==> config.mk <==
export PLATFORM = sky130hd
export DESIGN_NAME = ep_irq_cond
export DESIGN_NICKNAME = d
export VERILOG_FILES = /design/src/rtl/ep_irq_pkg.sv /design/src/rtl/ep_sync.sv /design/src/rtl/ep_pin_cell.sv /design/src/rtl/ep_irq_cond.sv
export SDC_FILE = /design/constraint.sdc
export NUM_CORES = 1
export LEC_CHECK = 0
export ABC_AREA = 1
export BUFFER_PORTS_ARGS = -buffer_cell sky130_fd_sc_hd__buf_2
export CORE_ASPECT_RATIO = 0.8
export CORE_UTILIZATION = 50
export CTS_CLUSTER_SIZE = 10
export DETAILED_ROUTE_END_ITERATION = 6
export PLACE_DENSITY_LB_ADDON = 0.15
export RECOVER_POWER = 100
export SLEW_MARGIN = 15
export SYNTH_ARGS = -nofsm -noshare
export SYNTH_HDL_FRONTEND = slang
export SYNTH_HIERARCHICAL = 1
export SYNTH_SLANG_ARGS = --single-unit
export TNS_END_PERCENT = 100
==> constraint.sdc <==
create_clock -name clk -period 1.14 [get_ports clk]
set_input_delay 0.171 -clock clk [delete_from_list [all_inputs] [get_ports clk]]
set_output_delay 0.171 -clock clk [all_outputs]
set_load 0.02 [all_outputs]
==> src/rtl/ep_irq_pkg.sv <==
package ep_irq_pkg;

   typedef enum logic [1:0] {
      SENSE_LOW  = 2'b00,
      SENSE_RISE = 2'b01,
      SENSE_FALL = 2'b10,
      SENSE_ANY  = 2'b11
   } sense_e;

   localparam int ADDR_W = 3;

   localparam logic [ADDR_W-1:0] A_MODE = 3'd0;
   localparam logic [ADDR_W-1:0] A_DIR  = 3'd1;
   localparam logic [ADDR_W-1:0] A_ENA  = 3'd2;
   localparam logic [ADDR_W-1:0] A_DATA = 3'd3;
   localparam logic [ADDR_W-1:0] A_FLAG = 3'd4;

endpackage

==> src/rtl/ep_sync.sv <==
module ep_sync #(
   parameter int   W       = 8,
   parameter int   STAGES  = 2,
   parameter logic RST_VAL = 1'b1
) (
   input  logic         clk,
   input  logic         rst_n,
   input  logic [W-1:0] d,
   output logic [W-1:0] q
);

   if (STAGES < 2) begin : g_bad_stages
      $error("ep_sync: STAGES must be at least 2");
   end

   logic [W-1:0] stg [STAGES];

   always_ff @(posedge clk or negedge rst_n) begin
      if (!rst_n) begin
         for (int k = 0; k < STAGES; k++) stg[k] <= {W{RST_VAL}};
      end else begin
         stg[0] <= d;
         for (int k = 1; k < STAGES; k++) stg[k] <= stg[k-1];
      end
   end

   assign q = stg[STAGES-1];

endmodule

==> src/rtl/ep_pin_cell.sv <==
module ep_pin_cell
   import ep_irq_pkg::*;
(
   input  logic   clk,
   input  logic   rst_n,
   input  sense_e mode,
   input  logic   smp,
   input  logic   clr,
   output logic   flag,
   output logic   edge_hit
);

   logic prev_q;
   logic flag_q;
   logic rise;
   logic fall;

   assign rise = smp & ~prev_q;
   assign fall = ~smp & prev_q;

   always_comb begin
      case (mode)
         SENSE_RISE: edge_hit = rise;
         SENSE_FALL: edge_hit = fall;
         SENSE_ANY:  edge_hit = rise | fall;
         default:    edge_hit = 1'b0;
      endcase
   end

   always_ff @(posedge clk or negedge rst_n) begin
      if (!rst_n) begin
         prev_q <= 1'b1;
         flag_q <= 1'b0;
      end else begin
         prev_q <= smp;
         if (mode == SENSE_LOW)
            flag_q <= ~smp;
         else if (edge_hit)
            flag_q <= 1'b1;
         else if (clr)
            flag_q <= 1'b0;
      end
   end

   assign flag = flag_q;

endmodule

==> src/rtl/ep_irq_cond.sv <==
module ep_irq_cond
   import ep_irq_pkg::*;
#(
   parameter int NPINS       = 8,
   parameter int FIRST_PIN   = 1,
   parameter int SYNC_STAGES = 2,
   parameter int DW          = 16
) (
   input  logic              clk,
   input  logic              rst_n,
   input  logic [ADDR_W-1:0] reg_addr,
   input  logic              reg_wr,
   input  logic [DW-1:0]     reg_wdata,
   output logic [DW-1:0]     reg_rdata,
   input  logic [NPINS-1:0]  pin_in,
   output logic [NPINS-1:0]  pin_out,
   output logic [NPINS-1:0]  pin_oe,
   output logic [NPINS-1:0]  irq_req
);

   localparam int MW = 2 * NPINS;

   if (DW < MW) begin : g_bad_dw
      $error("ep_irq_cond: DW must hold two bits per pin");
   end
   if (FIRST_PIN >= NPINS) begin : g_bad_first
      $error("ep_irq_cond: FIRST_PIN must leave at least one live pin");
   end

   logic [MW-1:0]    mode_q;
   logic [NPINS-1:0] dir_q;
   logic [NPINS-1:0] ena_q;
   logic [NPINS-1:0] dout_q;
   logic [NPINS-1:0] flag_q;
   logic [NPINS-1:0] syn_q;
   logic [NPINS-1:0] edge_hit;
   logic [NPINS-1:0] din_view;

   logic wr_mode, wr_dir, wr_ena, wr_data, wr_flag;

   assign wr_mode = reg_wr && (reg_addr == A_MODE);
   assign wr_dir  = reg_wr && (reg_addr == A_DIR);
   assign wr_ena  = reg_wr && (reg_addr == A_ENA);
   assign wr_data = reg_wr && (reg_addr == A_DATA);
   assign wr_flag = reg_wr && (reg_addr == A_FLAG);

   ep_sync #(
      .W      (NPINS),
      .STAGES (SYNC_STAGES),
      .RST_VAL(1'b1)
   ) u_sync (
      .clk  (clk),
      .rst_n(rst_n),
      .d    (pin_in),
      .q    (syn_q)
   );

   for (genvar i = 0; i < NPINS; i++) begin : g_pin
      if (i >= FIRST_PIN) begin : g_live
         sense_e mode_r;
         logic   dir_r;
         logic   ena_r;
         logic   dout_r;

         always_ff @(posedge clk or negedge rst_n) begin
            if (!rst_n) begin
               mode_r <= SENSE_LOW;
               dir_r  <= 1'b0;
               ena_r  <= 1'b0;
               dout_r <= 1'b0;
            end else begin
               if (wr_mode) mode_r <= sense_e'(reg_wdata[2*i +: 2]);
               if (wr_dir)  dir_r  <= reg_wdata[i];
               if (wr_ena)  ena_r  <= reg_wdata[i];
               if (wr_data) dout_r <= reg_wdata[i];
            end
         end

         ep_pin_cell u_cell (
            .clk     (clk),
            .rst_n   (rst_n),
            .mode    (mode_r),
            .smp     (syn_q[i]),
            .clr     (wr_flag & reg_wdata[i]),
            .flag    (flag_q[i]),
            .edge_hit(edge_hit[i])
         );

         assign mode_q[2*i +: 2] = mode_r;
         assign dir_q[i]         = dir_r;
         assign ena_q[i]         = ena_r;
         assign dout_q[i]        = dout_r;
         assign din_view[i]      = dir_r ? dout_r : syn_q[i];
         assign irq_req[i]       = flag_q[i] & ena_r & ~dir_r;
         assign pin_out[i]       = dout_r;
         assign pin_oe[i]        = dir_r;
      end else begin : g_rsv
         assign mode_q[2*i +: 2] = 2'b00;
         assign dir_q[i]         = 1'b0;
         assign ena_q[i]         = 1'b0;
         assign dout_q[i]        = 1'b0;
         assign flag_q[i]        = 1'b0;
         assign edge_hit[i]      = 1'b0;
         assign din_view[i]      = 1'b0;
         assign irq_req[i]       = 1'b0;
         assign pin_out[i]       = 1'b0;
         assign pin_oe[i]        = 1'b0;
      end
   end

   always_comb begin
      reg_rdata = '0;
      case (reg_addr)
         A_MODE:  reg_rdata[MW-1:0]    = mode_q;
         A_DIR:   reg_rdata[NPINS-1:0] = dir_q;
         A_ENA:   reg_rdata[NPINS-1:0] = ena_q;
         A_DATA:  reg_rdata[NPINS-1:0] = din_view;
         A_FLAG:  reg_rdata[NPINS-1:0] = flag_q;
         default: reg_rdata            = '0;
      endcase
   end

   logic unused_bits;
   assign unused_bits = ^{reg_wdata, syn_q, dout_q, edge_hit};

endmodule

# --- Word-level counts from Yosys, hierarchy flattened ---
# Cells that the tools add are included.
op_classes:
  n_eq_ne: 25
  n_mux: 37
  bitwise: 63
  n_reduce_logical: 20
op_table:
  columns: ["operator", "count"]
  rows:
  - ["8-bit one-hot mux with 5 select lines", 1]
  - ["1-bit AND", 35]
  - ["2-bit == test, second input constant", 14]
  - ["1-bit two-way mux", 28]
  - ["1-bit inverter", 21]
  - ["1-bit one-hot mux with 3 select lines", 7]
  - ["3-bit nonzero test", 7]
  - ["2-bit by 1-bit == test with 1-bit output, second input constant", 7]
  - ["2-bit zero test", 7]
  - ["8-bit two-way mux", 1]
  - ["1-bit bitwise OR", 7]
  - ["3-bit by 2-bit == test with 1-bit output, second input constant", 2]
  - ["1-bit logical AND", 5]
  - ["3-bit by 1-bit == test with 1-bit output, second input constant", 1]
  - ["3-bit == test, second input constant", 1]
  - ["3-bit zero test", 1]
totals:
  elab_cells: 189
  regBits: 65
  output_inout_bits: 40
  inputBits: 30

# --- Logic depth before layout (Yosys ltp) ---
depth:
  word_depth: 6
  depth_mapped: 11
  mapped_depth_nobuf: 9

# --- By module ---
# The synthesis kept the hierarchy.
modules_own_cells:
  columns: ["mod", "cells_per_inst", "seq_area_each_um2", "area_per_inst_um2", "instances"]
  rows:
  - ["ep_irq_cond", 288, 875.8, 2127.0, 1]
  - ["ep_pin_cell", 21, 51.3, 155.1, 7]
  - ["ep_sync", 24, 420.4, 480.5, 1]

# --- Least setup slack after synthesis ---
# Ideal clock, no wire load.
synth_path:
  path_type: "input to output"
  startpoint: "input reg_addr[1]"
  endpoint: "output reg_rdata[10]"
  arrival_time_ns: 1.071
  slack_ns: -0.102
  required_time_ns: 0.969
  path_stages: 5
  path_buffers: 2
  path_cell_list: "buf_6 -> nor2_4 -> buf_4 -> nand2_1 -> nor2_1"
synth_between:
  elab_chain_len: 2
synth_lines:
  columns: ["element", "line_no", "rtl"]
  rows:
  - ["from (decl)", "ep_irq_cond.sv:11", "input logic [ADDR_W-1:0] reg_addr,"]
  - ["3-bit zero test", "ep_irq_cond.sv:113", "case (reg_addr)"]
  - ["8-bit two-way mux", "ep_irq_cond.sv:113", null]
  - ["to (decl)", "ep_irq_cond.sv:14", "output logic [DW-1:0] reg_rdata,"]
# No other way between the ends.

# --- Final worst setup path ---
layout_path:
  startpoint: "register u_sync.stg (netlist bit u_sync/q[4])"
  endpoint: "output reg_rdata[4]"
layout_between:
  elab_chain_len: 2
layout_lines:
  columns: ["element", "line_no", "rtl"]
  rows:
  - ["from (decl)", "ep_sync.sv:16", "logic [W-1:0] stg [STAGES];"]
  - ["1-bit two-way mux", "ep_irq_cond.sv:93", "assign din_view[i] = dir_r ? dout_r : syn_q[i];"]
  - ["8-bit one-hot mux with 5 select lines", "ep_irq_cond.sv:113", null]
# No other way between the ends.

==> results_tabular.tex <==
\begin{tabular}{lr}
\hline
Metric & Value \\
\hline
\multicolumn{2}{l}{\textbf{Critical path}} \\
\quad Critical R2R Capture & g\_pin[3].g\_live.u\_cell/flag\$\_DFFE\_PN0P\_ \\
\quad Critical Path RT & approximately 0.97 ns \\
\quad Most used cell, CP & nand2\_1 \\
\quad CP Cell Sequence & nand2\_1 -> nand2\_1 -> nand2\_1 -> nand2\_1 -> nor2\_1 -> nand2\_1 -> buf\_6 \\
\quad Worst R2R Path Depth & 7 \\
\quad Critical Setup Path Class & flip-flop to output port \\
\quad Setup slack of the worst register-to-register path & -0.16 ns \\
\quad Crit path max-delay family & flip-flops \\
\quad Delay contributed by the slowest stage of the critical path & 0.56 ns \\
\quad Highest net fanout along the worst path & 2 \\
\quad Cell with the largest stage delay on the worst path & dfstp\_2 \\
\quad Startpoint type of the worst setup path & flip-flop \\
\quad Crit path DAT & between 1 and 1.5 ns \\
\quad Number of buffers and inverters on the critical path & 1 \\
\quad Type of destination of the critical path & output port \\
\quad Launch instance of the worst register-to-register path & u\_sync/q[3]\$\_DFF\_PN1\_ \\
\multicolumn{2}{l}{\textbf{Floorplan}} \\
\quad Io pins & 70 \\
\quad Die height & 78.0 µm \\
\quad Die ar. & around 7600 µm² \\
\quad Row count & 27 \\
\quad Die X & between 90 and 100 µm \\
\quad Effective utilization at floorplan & between 50\% and 60\% \\
\quad Area of the core & 6930 µm² \\
\multicolumn{2}{l}{\textbf{Power}} \\
\quad Total power consumption of the routed design & approximately 7.3 mW \\
\quad Worst ir drop on vdd & approximately 0.73 mV \\
\quad Power Dens Cells & $\sim$1400 nW/µm² \\
\quad Leakage power total & approximately 2.7 nW \\
\multicolumn{2}{l}{\textbf{Yosys}} \\
\quad Netlist area before placement & 3610 µm² \\
\quad Number of warnings printed during yosys synthesis & 6 \\
\quad Cells after synthesis & about 450 \\
\quad Synth Area per Inst & 8.03 µm² \\
\multicolumn{2}{l}{\textbf{Layout}} \\
\quad \# nets final & between 600 and 700 \\
\quad Final cell count without fillers & 667 \\
\quad Area of combinational cells with multiple inputs & 1710 µm² \\
\quad Most common library cell in the layout ignoring fill and taps & nand2\_1 \\
\quad Register area & 1610 µm² \\
\quad Count of inserted antenna diode cells & 0 \\
\quad Layout fillers & between 500 and 600 \\
\quad Area growth from synthesis to final layout & 43.9\% \\
\quad Proportion of layout cells with a drive suffix above 1 & between 40\% and 50\% \\
\quad Fin util & 75.0\% \\
\quad Leading cell types in the layout, fill and taps excluded & nand2\_1, buf\_4, inv\_1 \\
\multicolumn{2}{l}{\textbf{Clock tree}} \\
\quad Number of buffers inserted during clock tree synthesis & 9 \\
\quad Clock buffer depth & 2 \\
\quad Clock sink count & 63 \\
\quad Cell at the root of the clock tree & clkbuf\_8 \\
\quad Insertion delay to the later sink of the worst-skew pair & about 0.35 ns \\
\quad Register clock-pin slew on the reported worst setup and hold paths & 0.07 ns \\
\quad Level count of the clock H-tree & 3 \\
\quad TritonCTS clock tree & yes \\
\multicolumn{2}{l}{\textbf{Worst hold path}} \\
\quad Critical hold path startpoint & reg\_wdata[11] \\
\quad Capture endpoint of the worst hold path & g\_pin[5].g\_live.mode\_r[1]\$\_DFFE\_PN0P\_ \\
\quad Hold-critical path depth & 3 \\
\quad Class of the tightest hold or removal check & primary input to flip-flop \\
\multicolumn{2}{l}{\textbf{Global routing}} \\
\quad Via count of the first global-routing pass & 3,068 \\
\quad Wire length of the first global-routing pass & about 14 mm \\
\quad Largest net degree at the start of global routing & 64 \\
\quad Antenna violations before repair & 0 \\
\quad Global Route Usage Sum & between 20\% and 30\% \\
\quad Sum of overflow across all layers after global routing & 0 \\
\multicolumn{2}{l}{\textbf{Routing}} \\
\quad Average routed wire per standard cell & approximately 14 µm \\
\quad Via count of the routed design & approximately 3,200 \\
\quad Number of violations reported at the end of detailed-routing iteration 0 & 170 \\
\quad Number of detailed-route iterations in the first pass & 4 \\
\quad Number of remaining DRC errors & 0 \\
\quad Post-detailed-route via-to-cell ratio & around 4.8 \\
\quad Wire length reported by the detailed router & 9.12 mm \\
\quad Antenna viol nets, final & 0 \\
\multicolumn{2}{l}{\textbf{Timing}} \\
\quad Final count of pins violating max slew & 0 \\
\quad Unrepaired setup endpoints after global routing & true \\
\quad Relative max-transition margin & between 60\% and 70\% \\
\quad Post-route minimum period & between 1.5 and 2 ns \\
\quad Worst clock skew & about 0.0035 ns \\
\quad Worst slack on hold paths & between 0.06 and 0.07 ns \\
\quad Number of failing hold endpoints at the final stage & 0 \\
\quad Final total negative setup slack & -5.15 ns \\
\quad Final WS setup & -0.428 ns \\
\quad Highest achievable clock rate & $\sim$0.64 GHz \\
\quad Period utilisation layout & 138\% \\
\quad Slew at the pin closest to its max-slew limit & 0.586 ns \\
\quad Number of endpoints failing setup at the final stage & 33 \\
\multicolumn{2}{l}{\textbf{Flow run}} \\
\quad Number of violations of the max-capacitance limit & 0 \\
\multicolumn{2}{l}{\textbf{Outcome}} \\
\quad Run status & complete, but fails checks \\
\quad Violated checks & negative setup slack \\
\multicolumn{2}{l}{\textbf{Placed design}} \\
\quad Placer congestion estimate & just over 0.8 \\
\quad Number of port buffers & 63 \\
\quad Post-detailed-placement half-perimeter wirelength & between 5 and 6 mm \\
\quad Placed Instances & $\sim$600 \\
\hline
\end{tabular}
worst min-delay path: stages:
cell	delay (ns)
buf_2	0.07
nor2_1	0.03
a21oi_1	0.10
what timing repair did:
item	CTS	global route
gates resized for setup	77	45
cloned	1	0
setup endpoints to repair	31	36
hold buffers	8	0
pin swaps	18	17
hold endpoints to repair	49	0
buffers inserted	26	18
worst max path at each step:
| stage | start | slack, ns | to | cells after the start |
|---|---|---|---|---|
| detailed placement | reg_addr[2] | -0.19 | g_pin[3].g_live.u_cell/flag$_DFFE_PN0P_ | 10 |
| global route | g_pin[7].g_live.dir_r$_DFFE_PN0P_ | -0.53 | reg_rdata[7] | 8 |
| finish | u_sync/q[4]$_DFF_PN1_ | -0.43 | reg_rdata[4] | 7 |
| floorplan | u_sync/q[1]$_DFF_PN1_ | -0.02 | g_pin[1].g_live.u_cell/flag$_DFFE_PN0P_ | 6 |
| CTS | u_sync/q[7]$_DFF_PN1_ | -0.42 | reg_rdata[7] | 7 |
| global placement | reg_addr[1] | -0.15 | g_pin[2].g_live.u_cell/flag$_DFFE_PN0P_ | 9 |
registers in the layout (all words and copies together) (netlist names):
signal / count
g_pin.g_live.dir_r: 7
g_pin.g_live.dout_r: 7
g_pin.g_live.ena_r: 7
g_pin.g_live.mode_r: 14
g_pin.g_live.u_cell/flag: 7
g_pin.g_live.u_cell/prev_q: 7
u_sync/q: 7
u_sync/stg: 7
power breakdown:
| part | internal, mW | switching (mW) |
|---|---|---|
| clock | 0.902 | 0.888 |
| sequential | 2.60 | 0.307 |
| combinational | 1.25 | 1.35 |
area by class of cell:
class / count / area share (%)
sequential: 63 / 31.0
clock buffer: 13 / 3.06
multi-input combinational: 283 / 32.9
tap: 87 / 2.10
inverter: 71 / 5.52
timing repair buffer: 147 / 25.1
clock inverter: 3 / 0.337
stage by stage:
step	area (µm²)	worst slack (ns)
finish	5190	-0.428
global route	5190	-0.527
CTS	4970	-0.416
detailed placement	4280	-0.189
global placement	4280	-0.148
floorplan	3830	-0.0169
per-layer routing:
layer | GRT usage (%) | wire length [µm] | vias to the layer above
li1 | - | - | 1605
met1 | 30.4 | 3900 | 1523
met2 | 43.2 | 4690 | 82
met3 | 4.86 | 393 | 14
met4 | 7.46 | 131 | 0
met5 | 0 | 0 | -
Power figures use the tool's default switching activity.
